## config.mk

```make
export PLATFORM = sky130hd
export DESIGN_NAME = gpio_port
export DESIGN_NICKNAME = d
export VERILOG_FILES = /design/src/rtl/gpio_pkg.sv /design/src/rtl/gpio_sync.sv /design/src/rtl/gpio_regs.sv /design/src/rtl/gpio_rdport.sv /design/src/rtl/gpio_port.sv
export SDC_FILE = /design/constraint.sdc
export NUM_CORES = 1
export LEC_CHECK = 0
export ABC_AREA = 1
export ABC_CLOCK_PERIOD_IN_PS = 1900
export BUFFER_PORTS_ARGS = -buffer_cell sky130_fd_sc_hd__buf_2
export CAP_MARGIN = 0
export CORE_MARGIN = 2
export CORE_UTILIZATION = 45
export DETAILED_ROUTE_END_ITERATION = 10
export GPL_ROUTABILITY_DRIVEN = 0
export PLACE_DENSITY = 0.78
export SYNTH_ARGS = -nofsm -noshare
export SYNTH_HDL_FRONTEND = slang
export SYNTH_SLANG_ARGS = --single-unit
```

## constraint.sdc

```tcl
create_clock -name clk -period 1.9 [get_ports clk]
set_input_delay 0.19 -clock clk [delete_from_list [all_inputs] [get_ports clk]]
set_output_delay 0.19 -clock clk [all_outputs]
set_load 0.05 [all_outputs]
```

## src/rtl/gpio_pkg.sv

```systemverilog
package gpio_pkg;

    parameter int GP_PINS   = 8;
    parameter int GP_ADDR_W = 2;

    typedef enum logic [GP_ADDR_W-1:0] {
        OFS_SENSE = 2'd0,
        OFS_DIR   = 2'd1,
        OFS_LATCH = 2'd2,
        OFS_NONE  = 2'd3
    } gp_ofs_e;

    typedef struct packed {
        gp_ofs_e ofs;
        logic    wr;
        logic    rd;
    } gp_cmd_t;

    function automatic gp_ofs_e to_ofs(input logic [GP_ADDR_W-1:0] a);
        return gp_ofs_e'(a);
    endfunction

    function automatic logic [GP_PINS-1:0] pull_mask(
        input logic [GP_PINS-1:0] dir,
        input logic [GP_PINS-1:0] lat
    );
        return ~dir & lat;
    endfunction

endpackage

```

## src/rtl/gpio_sync.sv

```systemverilog
module gpio_sync #(
    parameter int PINS  = 8,
    parameter int DEPTH = 2
) (
    input  logic            clk,
    input  logic            rst,
    input  logic [PINS-1:0] raw,
    output logic [PINS-1:0] synced
);

    logic [PINS-1:0] stg [DEPTH];

    always_ff @(posedge clk) begin
        if (rst) begin
            for (int i = 0; i < DEPTH; i++) stg[i] <= '0;
        end else begin
            stg[0] <= raw;
            for (int i = 1; i < DEPTH; i++) stg[i] <= stg[i-1];
        end
    end

    assign synced = stg[DEPTH-1];

    AST_SYNC_FIRST: assert property (@(posedge clk) disable iff (rst)
        !rst |=> stg[0] == $past(raw));

    generate
        for (genvar g = 1; g < DEPTH; g++) begin : g_chk
            AST_SYNC_SHIFT: assert property (@(posedge clk) disable iff (rst)
                !rst |=> stg[g] == $past(stg[g-1]));
        end
    endgenerate

endmodule

```

## src/rtl/gpio_regs.sv

```systemverilog
module gpio_regs
    import gpio_pkg::*;
#(
    parameter int PINS = 8
) (
    input  logic            clk,
    input  logic            rst,
    input  gp_cmd_t         cmd,
    input  logic [PINS-1:0] wdata,
    output logic [PINS-1:0] dir_q,
    output logic [PINS-1:0] lat_q
);

    logic [PINS-1:0] dir_d, lat_d;

    always_comb begin
        dir_d = dir_q;
        lat_d = lat_q;
        if (cmd.wr) begin
            unique case (cmd.ofs)
                OFS_SENSE: lat_d = lat_q ^ wdata;
                OFS_DIR:   dir_d = wdata;
                OFS_LATCH: lat_d = wdata;
                default:   ;
            endcase
        end
    end

    always_ff @(posedge clk) begin
        if (rst) begin
            dir_q <= '0;
            lat_q <= '0;
        end else begin
            dir_q <= dir_d;
            lat_q <= lat_d;
        end
    end

    AST_DIR_WRITE: assert property (@(posedge clk) disable iff (rst)
        cmd.wr && cmd.ofs == OFS_DIR |=> dir_q == $past(wdata));
    AST_LATCH_WRITE: assert property (@(posedge clk) disable iff (rst)
        cmd.wr && cmd.ofs == OFS_LATCH |=> lat_q == $past(wdata));
    AST_TOGGLE: assert property (@(posedge clk) disable iff (rst)
        cmd.wr && cmd.ofs == OFS_SENSE |=> lat_q == ($past(lat_q) ^ $past(wdata)));
    AST_TOGGLE_DIR_KEEP: assert property (@(posedge clk) disable iff (rst)
        cmd.wr && cmd.ofs == OFS_SENSE |=> $stable(dir_q));
    AST_UNMAPPED_WRITE: assert property (@(posedge clk) disable iff (rst)
        cmd.wr && cmd.ofs == OFS_NONE |=> $stable(dir_q) && $stable(lat_q));
    AST_IDLE_HOLD: assert property (@(posedge clk) disable iff (rst)
        !cmd.wr |=> $stable(dir_q) && $stable(lat_q));

endmodule

```

## src/rtl/gpio_rdport.sv

```systemverilog
module gpio_rdport
    import gpio_pkg::*;
#(
    parameter int PINS = 8
) (
    input  logic            clk,
    input  logic            rst,
    input  gp_cmd_t         cmd,
    input  logic [PINS-1:0] sense,
    input  logic [PINS-1:0] dir_q,
    input  logic [PINS-1:0] lat_q,
    output logic [PINS-1:0] rdata
);

    logic [PINS-1:0] sel;

    always_comb begin
        unique case (cmd.ofs)
            OFS_SENSE: sel = sense;
            OFS_DIR:   sel = dir_q;
            OFS_LATCH: sel = lat_q;
            default:   sel = '0;
        endcase
    end

    always_ff @(posedge clk) begin
        if (rst)         rdata <= '0;
        else if (cmd.rd) rdata <= sel;
    end

    AST_RD_HOLD: assert property (@(posedge clk) disable iff (rst)
        !cmd.rd |=> $stable(rdata));
    AST_RD_UNMAPPED: assert property (@(posedge clk) disable iff (rst)
        cmd.rd && cmd.ofs == OFS_NONE |=> rdata == '0);
    AST_RD_DIR: assert property (@(posedge clk) disable iff (rst)
        cmd.rd && cmd.ofs == OFS_DIR |=> rdata == $past(dir_q));
    AST_RD_SENSE: assert property (@(posedge clk) disable iff (rst)
        cmd.rd && cmd.ofs == OFS_SENSE |=> rdata == $past(sense));

endmodule

```

## src/rtl/gpio_port.sv

```systemverilog
module gpio_port
    import gpio_pkg::*;
#(
    parameter int PINS       = GP_PINS,
    parameter int SYNC_DEPTH = 2
) (
    input  logic                 clk,
    input  logic                 rst,
    input  logic [GP_ADDR_W-1:0] bus_addr,
    input  logic                 bus_wr,
    input  logic [PINS-1:0]      bus_wdata,
    input  logic                 bus_rd,
    output logic [PINS-1:0]      bus_rdata,
    input  logic [PINS-1:0]      pin_in,
    output logic [PINS-1:0]      pin_out,
    output logic [PINS-1:0]      pin_oe,
    output logic [PINS-1:0]      pin_pu
);

    gp_cmd_t         cmd;
    logic [PINS-1:0] sense, dir_q, lat_q;

    assign cmd.ofs = to_ofs(bus_addr);
    assign cmd.wr  = bus_wr;
    assign cmd.rd  = bus_rd;

    gpio_sync #(.PINS(PINS), .DEPTH(SYNC_DEPTH)) u_sync (
        .clk    (clk),
        .rst    (rst),
        .raw    (pin_in),
        .synced (sense)
    );

    gpio_regs #(.PINS(PINS)) u_regs (
        .clk   (clk),
        .rst   (rst),
        .cmd   (cmd),
        .wdata (bus_wdata),
        .dir_q (dir_q),
        .lat_q (lat_q)
    );

    gpio_rdport #(.PINS(PINS)) u_rd (
        .clk   (clk),
        .rst   (rst),
        .cmd   (cmd),
        .sense (sense),
        .dir_q (dir_q),
        .lat_q (lat_q),
        .rdata (bus_rdata)
    );

    assign pin_out = lat_q;
    assign pin_oe  = dir_q;
    assign pin_pu  = pull_mask(dir_q, lat_q);

    AST_PU_NOT_DRIVEN: assert property (@(posedge clk) disable iff (rst)
        (pin_pu & pin_oe) == '0);
    AST_PU_FOLLOWS_LATCH: assert property (@(posedge clk) disable iff (rst)
        (pin_pu & ~pin_out) == '0);

endmodule

```

==> results.yml, run 1 <==
outcome:
  status: "complete, no violations"
yosys:
  avgSynthCellArea_um2: 7.26
  synth_cell_types: 17
  synth_area_um2: 1650
  yosysTopAreaCell: "dfxtp_1"
  yosys_warnings: 0
  synth_nets: 249
  synth_seq_area_share: 0.486
  ys_ff_latch: 40
  yosys-top-cells-area: "dfxtp_1 49%, nand2_1 9.1%, inv_1 7.7%, nand3_1 7.6%, nor2_1 7.3%"
  syn_inst: 227
  synth_top_area_share: 0.486
timing:
  finClkSkew_ns: 0.00448
  setup_viol: 0
  period_needed_ns: 1.36
  maxSlewHeadroom: 0.677
  rsz0062_at_grt: "false"
  period_share: 0.714
  tightestPinTransition_ns: 0.482
  fmax_mhz: 737
  hold_viol: 0
  slew_violations: 0
  tns_ns: 0
setup_path:
  r2r_setup_slack_ns: 1.03
  r2r_cells: 4
  required_ns: 1.71
  reg2reg_to: "u_rd.rdata[6]"
  cp.arrival_ns: 1.17
  critPathMaxStageDelay_ns: 0.41
  startpoint: "u_regs.lat_q[7]"
  worst-path-buf-inv: 2
  critical_path.cell_chain: "inv_1, nor2_1, buf_2"
  end_kind: "primary output"
  cp_max_fo: 3
  endpoint: "pin_pu[7]"
  crit_path_top_delay_cell: "dfxtp_1"
  critical_path_class: "reg -> out"
  reg2reg_from: "u_regs.lat_q[6]"
  critPathLaunchType: "register"
  cp_top_family: "flip-flops"
  cp.depth: 3
clock_tree:
  cts_resized: 0
  cts_max_level: 2
  hold_buffers: 0
  postCtsSetupRepairBufs: 0
  clk_pin_slew_worst_paths_ns: 0.11
  cts_buffers: 5
  cts_tree: "built"
  clkLatencyLatePin_ns: 0.34
  clock_sinks: 40
  clock-root-buffer: "clkbuf_4"
  cts_buffer_depth: 2
die:
  die_area_um2: 4160
  core_area_um2: 3420
  rows: 21
  initial_core_util: 0.482
  die_height_um: 64.5
  die-width_um: 64.5
  ios: 54
finish:
  ff_latch_area_um2: 801
  mostFrequentLayoutCell: "buf_2"
  multi_input_area_um2: 649
  fin_cells: 325
  fillCellCount: 351
  area_growth_pct: 22.4
  num_antenna_cells: 0
  final_nets: 301
  drive_gt1_frac: 0.244
  final_core_util: 0.590
  final_cell_mix: "53 x buf_2, 40 x nand2_1, 40 x dfxtp_1"
grt:
  grt_overflow: 0
  first_global_vias: 1340
  antenna_found_initial: 0
  grt_max_degree: 25
  grt_usage: 0.184
  grt_pass1_wl_um: 5890
drt:
  first_iter_violations: 98
  viasPerCell: 4.72
  ant_nets: 0
  post-route-drc-count: 0
  via_count: 1535
  wire_per_inst_um: 11.1
  firstDrtPassIters: 4
  routed_wl_um: 3610
placed_design:
  port_buffers: 53
  place.detailed.hpwl_um: 2670
  place_inst: 318
worst_hold_path:
  hp-class: "in -> reg"
flow_run:
  cap_violations: 0
pwr:
  p_per_area_nw_per_um2: 918
  power.leakage_nw: 1.00
  ir_worst_vdd_uv: 586
  fin_total_pwr_mw: 1.85
routing by layer:
metal / vias to the layer above / wire [um] / track usage / part of all wire
li1: 806 / - / - / -
met1: 681 / 1740 / 0.241 / 0.48
met2: 42 / 1640 / 0.285 / 0.45
met3: 6 / 189 / 0.0486 / 0.052
met4: 0 / 44 / 0.0798 / 0.012
met5: - / 0 / 0 / 0
cells by family after synthesis:
family                 count (synthesis)  synth area share
AO/OA/AOI/OAI                         32            0.0972
buffers and inverters                 46             0.120
flip-flops                            40             0.486
AND/OR/NAND/NOR                      109             0.297
metrics by stage:
step / hold WS [ns] / worst slack, ns / instance area (um^2)
after floorplan: 0.297 / 0.280 / 1650
after global placement: 0.390 / 0.561 / 1920
after detailed placement: 0.394 / 0.496 / 1920
after CTS: 0.0235 / 0.534 / 2020
after global routing: 0.0140 / 0.442 / 2020
final: 0.0358 / 0.543 / 2020
power breakdown:
group	switching (mW)	leakage (nW)	internal (mW)
Combinational	0.208	0.624	0.0710
Sequential	0.0241	0.328	0.876
Clock	0.269	0.0513	0.403
area by class of cell:
| type | instances | area share |
|---|---|---|
| Multi-Input combinational cell | 141 | 0.322 |
| Timing Repair Buffer | 54 | 0.135 |
| Tap cell | 46 | 0.0285 |
| Clock buffer | 5 | 0.0186 |
| Sequential cell | 40 | 0.397 |
| Inverter | 37 | 0.0689 |
| Clock inverter | 2 | 0.0298 |
registers in the layout, indices dropped and copies added (netlist names):
signal / cells
u_sync.stg: 16
u_regs.dir_q: 8
u_rd.rdata: 8
u_regs.lat_q: 8
cells in the mapped netlist (all sizes together):
cell / count
nor2: 35
inv: 37
a21oi: 16
dfxtp: 40
nor3: 8
nand3: 25
o21ai: 16
nand2: 41
buf: 6
clkbuf: 3
how the worst min path moves through the flow:
| stage | start | endpoint | cells after the start |
|---|---|---|---|
| global route | pin_in[3] | u_sync.stg[0][3] | 3 |
| detailed placement | u_sync.stg[0][6] | u_sync.stg[0][14] | 2 |
| global placement | pin_in[3] | u_sync.stg[0][3] | 3 |
| floorplan | pin_in[0] | u_sync.stg[0][0] | 2 |
| CTS | pin_in[6] | u_sync.stg[0][6] | 3 |
| finish | pin_in[2] | u_sync.stg[0][2] | 3 |
worst min-delay path: stages:
cell and delay, ns:
buf_2 0.09, inv_1 0.04, nor2_1 0.03
(Power assumes the default switching activity.)
==> run 2: changes to the inputs <==
--- a/config.mk
+++ b/config.mk
@@ -6,7 +6,7 @@
 export NUM_CORES = 1
 export LEC_CHECK = 0
 export ABC_AREA = 1
-export ABC_CLOCK_PERIOD_IN_PS = 1900
+export ABC_CLOCK_PERIOD_IN_PS = 1290
 export BUFFER_PORTS_ARGS = -buffer_cell sky130_fd_sc_hd__buf_2
 export CAP_MARGIN = 0
 export CORE_MARGIN = 2
==> constraint.sdc (replaced) <==
create_clock -name clk -period 1.29 [get_ports clk]
set_input_delay 0.129 -clock clk [delete_from_list [all_inputs] [get_ports clk]]
set_output_delay 0.129 -clock clk [all_outputs]
set_load 0.05 [all_outputs]
==> results.yml, run 2 (synthesis gave the netlist of run 1 again) <==
finish:
  finalInstanceArea_um2: 2150
  final_cell_mix: "43 x buf_2, 40 x nand2_1, 37 x dfxtp_1"
  drive_gt1_frac: 0.278
  regMostFlops: "u_sync.stg"
  mostFrequentLayoutCell: "buf_2"
  fin_cells: 334
  largest_reg_flops: 16
  final_nets: 310
  area_growth_pct: 30.2
  fillCellCount: 312
  num_antenna_cells: 0
  final_core_util: 0.628
flow_run:
  cap_violations: 0
die:
  die_height_um: 64.5
  die_area_um2: 4160
  ios: 54
  die-width_um: 64.5
  rows: 21
  initial_core_util: 0.482
  core_area_um2: 3420
timing:
  tightestPinTransition_ns: 0.468
  hold_ws_ns: 0.0706
  fmax_mhz: 801
  setup_viol: 0
  slew_violations: 0
  maxSlewHeadroom: 0.688
  tns_ns: 0
  layout_setup_ws_ns: 0.0410
  period_needed_ns: 1.25
  finClkSkew_ns: 0.00716
  hold_viol: 0
  rsz0062_at_grt: "false"
  period_share: 0.968
placed_design:
  place_inst: 319
  port_buffers: 53
  place.detailed.hpwl_um: 2570
  placed_area_um2: 1990
  dp_slack_ns: 0.160
grt:
  grt_max_degree: 25
  grt_overflow: 0
  grt_pass1_wl_um: 5820
  grt_usage: 0.181
  first_global_vias: 1357
  antenna_found_initial: 0
drt:
  routed_wl_um: 3490
  ant_nets: 0
  first_iter_violations: 73
  wire_per_inst_um: 10.5
  post-route-drc-count: 0
  viasPerCell: 4.64
  via_count: 1550
  firstDrtPassIters: 4
setup_path:
  critical_path_class: "reg -> out"
  cp.arrival_ns: 1.12
  required_ns: 1.16
  worst-path-buf-inv: 1
  cp_top_family: "flip-flops"
  crit_path_top_delay_cell: "dfxtp_1"
  critical_path.cell_chain: "clkbuf_4"
  critPathMaxStageDelay_ns: 0.48
  cp_max_fo: 4
  end_kind: "primary output"
  critPathLaunchType: "register"
clock_tree:
  clkLatencyLatePin_ns: 0.35
  postCtsSetupRepairBufs: 0
  cts_buffer_depth: 2
  cts_max_level: 2
  clock-root-buffer: "clkbuf_4"
  cts_buffers: 5
  clock_sinks: 40
  clk_pin_slew_worst_paths_ns: 0.11
  cts_tree: "built"
pwr:
  power.leakage_nw: 1.02
  fin_total_pwr_mw: 2.38
  p_per_area_nw_per_um2: 1110
  ir_worst_vdd_uv: 662
outcome:
  status: "complete, no violations"
worst_hold_path:
  hp-class: "in -> reg"
==> run 2: changes by cell type in the layout (fill, tap and decap cells not counted), sizes merged <==
cell and change:
buf -2, bufinv -2, clkbuf +3, clkinv +1, clkinvlp +1, dlygate4sd3 +8
==> run 2: routing by layer <==
layer / GRT usage / wire length (um) / part of all wire
met1: 0.211 / 1580 / 0.45
met2: 0.309 / 1650 / 0.47
met3: 0.0625 / 206 / 0.059
met4: 0.0612 / 57 / 0.016
met5: 0 / 0 / 0
==> run 2: worst paths after layout <==
check / start / endpoint / slack (ns) / cells after the start
setup / recovery: u_regs.dir_q[6] / pin_oe[6] / 0.04 / 1
hold reg to reg: u_sync.stg[0][6] / u_sync.stg[0][14] / 0.41 / 2
hold / removal: bus_wdata[6] / u_regs.dir_q[6] / 0.07 / 3
setup reg to reg: u_regs.dir_q[6] / u_rd.rdata[6] / 0.38 / 4
==> run 2: report_power, final <==
| part | switching, mW | leakage, nW | internal, mW | total [mW] |
|---|---|---|---|---|
| registers | 0.0407 | 0.329 | 1.29 | 1.33 |
| logic | 0.316 | 0.661 | 0.136 | 0.452 |
| clock network | 0.400 | 0.0271 | 0.199 | 0.599 |
==> run 2: area by class of cell <==
type | count | area (um^2) | share of cell area
Clock buffer | 5 | 37.5 | 0.0175
Clock inverter | 2 | 12.5 | 0.00583
Inverter | 37 | 139 | 0.0647
Multi-Input combinational cell | 141 | 709 | 0.331
Sequential cell | 40 | 805 | 0.375
Tap cell | 46 | 57.6 | 0.0268
Timing Repair Buffer | 63 | 385 | 0.180
==> run 2: worst reg2reg max path, cell delays in order (launching register included) <==
cell	delay, ns
dfxtp_1	0.48
nand3_1	0.11
nand3_1	0.10
nand2_1	0.06
a21oi_1	0.11
==> run 2: what timing repair did <==
item / in CTS / in global routing
hold buffers: 8 / 0
endpoints found under the hold margin: 8 / 0
endpoints found under the setup margin: 5 / 8
resized for setup: 5 / 10
==> run 3: changes to the inputs <==
--- a/config.mk
+++ b/config.mk
@@ -14,6 +14,7 @@
 export DETAILED_ROUTE_END_ITERATION = 10
 export GPL_ROUTABILITY_DRIVEN = 0
 export PLACE_DENSITY = 0.78
+export RECOVER_POWER = 50
 export SYNTH_ARGS = -nofsm -noshare
 export SYNTH_HDL_FRONTEND = slang
 export SYNTH_SLANG_ARGS = --single-unit
==> results.yml, run 3 (synthesis gave the netlist of run 1 again) <==
pwr:
  fin_total_pwr_mw: 2.38
  ir_worst_vdd_uv: 665
  power.leakage_nw: 1.00
  p_per_area_nw_per_um2: 1110
clock_tree:
  cts_buffer_depth: 2
  clkLatencyLatePin_ns: 0.35
  cts_tree: "built"
  cts_max_level: 2
  clock_sinks: 40
  clk_pin_slew_worst_paths_ns: 0.11
  clock-root-buffer: "clkbuf_4"
  cts_buffers: 5
finish:
  multi_input_area_um2: 701
  final_nets: 310
  area_growth_pct: 29.6
  final_core_util: 0.625
  regMostFlops: "u_sync.stg"
  largest_reg_flops: 16
  drive_gt1_frac: 0.271
  ff_latch_area_um2: 805
  mostFrequentLayoutCell: "buf_2"
  fillCellCount: 314
  final_cell_mix: "42 x buf_2, 40 x nand2_1, 37 x dfxtp_1"
  num_antenna_cells: 0
setup_path:
  cp_top_family: "flip-flops"
  cp.arrival_ns: 1.12
  critPathMaxStageDelay_ns: 0.48
  critical_path_class: "reg -> out"
  required_ns: 1.16
  worst-path-buf-inv: 1
  crit_path_top_delay_cell: "dfxtp_1"
  critPathLaunchType: "register"
  cp_max_fo: 4
  critical_path.cell_chain: "clkbuf_4"
  end_kind: "primary output"
drt:
  ant_nets: 0
  viasPerCell: 4.65
  post-route-drc-count: 0
  routed_wl_um: 3490
  first_iter_violations: 73
  firstDrtPassIters: 4
  via_count: 1553
  wire_per_inst_um: 10.4
placed_design:
  port_buffers: 53
  place.detailed.hpwl_um: 2570
  dp_slack_ns: 0.160
timing:
  tightestPinTransition_ns: 0.580
  setup_viol: 0
  hold_viol: 0
  slew_violations: 0
  period_needed_ns: 1.25
  finClkSkew_ns: 0.00714
  period_share: 0.969
  layout_setup_ws_ns: 0.0404
  maxSlewHeadroom: 0.613
  rsz0062_at_grt: "false"
  tns_ns: 0
  fmax_mhz: 800
grt:
  antenna_found_initial: 0
  grt_usage: 0.181
  grt_pass1_wl_um: 5820
  grt_max_degree: 25
  grt_overflow: 0
  first_global_vias: 1357
die:
  ios: 54
  die_height_um: 64.5
  rows: 21
  core_area_um2: 3420
  initial_core_util: 0.482
  die_area_um2: 4160
  die-width_um: 64.5
outcome:
  status: "complete, no violations"
worst_hold_path:
  hp-class: "in -> reg"
flow_run:
  cap_violations: 0
-- run 3: changes by cell type in the layout (fill, tap and decap cells not counted), sizes merged --
cell / change
clkbuf: +1
buf: -1
-- run 3: area by class of cell --
class	count	area share
well taps	46	0.0269
clock buffers	5	0.0176
multi-input cells	141	0.328
flip-flops and latches	40	0.377
repair buffers	63	0.180
inverters	37	0.0650
clock inverters	2	0.00586
-- run 3: routing by layer --
metal | vias to the layer above | global-route usage | wire [um]
met5 | - | 0 | 0
met4 | 0 | 0.0612 | 57
met3 | 7 | 0.0625 | 193
met2 | 38 | 0.309 | 1650
met1 | 678 | 0.211 | 1590
li1 | 830 | - | -
-- run 3: timing repair --
item / in CTS / in global routing
resized for setup: 5 / 10
endpoints found under the setup margin: 5 / 8
endpoints found under the hold margin: 8 / 0
buffers inserted: 0 / 0
hold buffers: 8 / 0
gates cloned: 0 / 0
-- run 3: final timing paths --
path	start	endpoint	slack, ns	cells past startpoint
max	u_regs.dir_q[6]	pin_oe[6]	0.04	1
min	bus_wdata[6]	u_regs.dir_q[6]	0.07	3
max reg2reg	u_regs.dir_q[5]	u_rd.rdata[5]	0.38	4
min reg2reg	u_sync.stg[0][6]	u_sync.stg[0][14]	0.41	2
-- run 3: report_power, final --
part | switching (mW) | leakage, nW | total [mW] | internal [mW]
Clock | 0.402 | 0.0271 | 0.600 | 0.199
Sequential | 0.0407 | 0.329 | 1.33 | 1.29
Combinational | 0.314 | 0.647 | 0.448 | 0.134
Total | 0.756 | 1.00 | 2.38 | 1.62
-- run 3: metrics by stage --
step                instances  hold slack [ns]  instance area [um^2]
floorplan                 227            0.236                  1710
global placement          319            0.330                  1990
detailed placement        319            0.334                  1990
CTS                       334           0.0663                  2130
global route              334           0.0901                  2140
finish                    334           0.0698                  2140
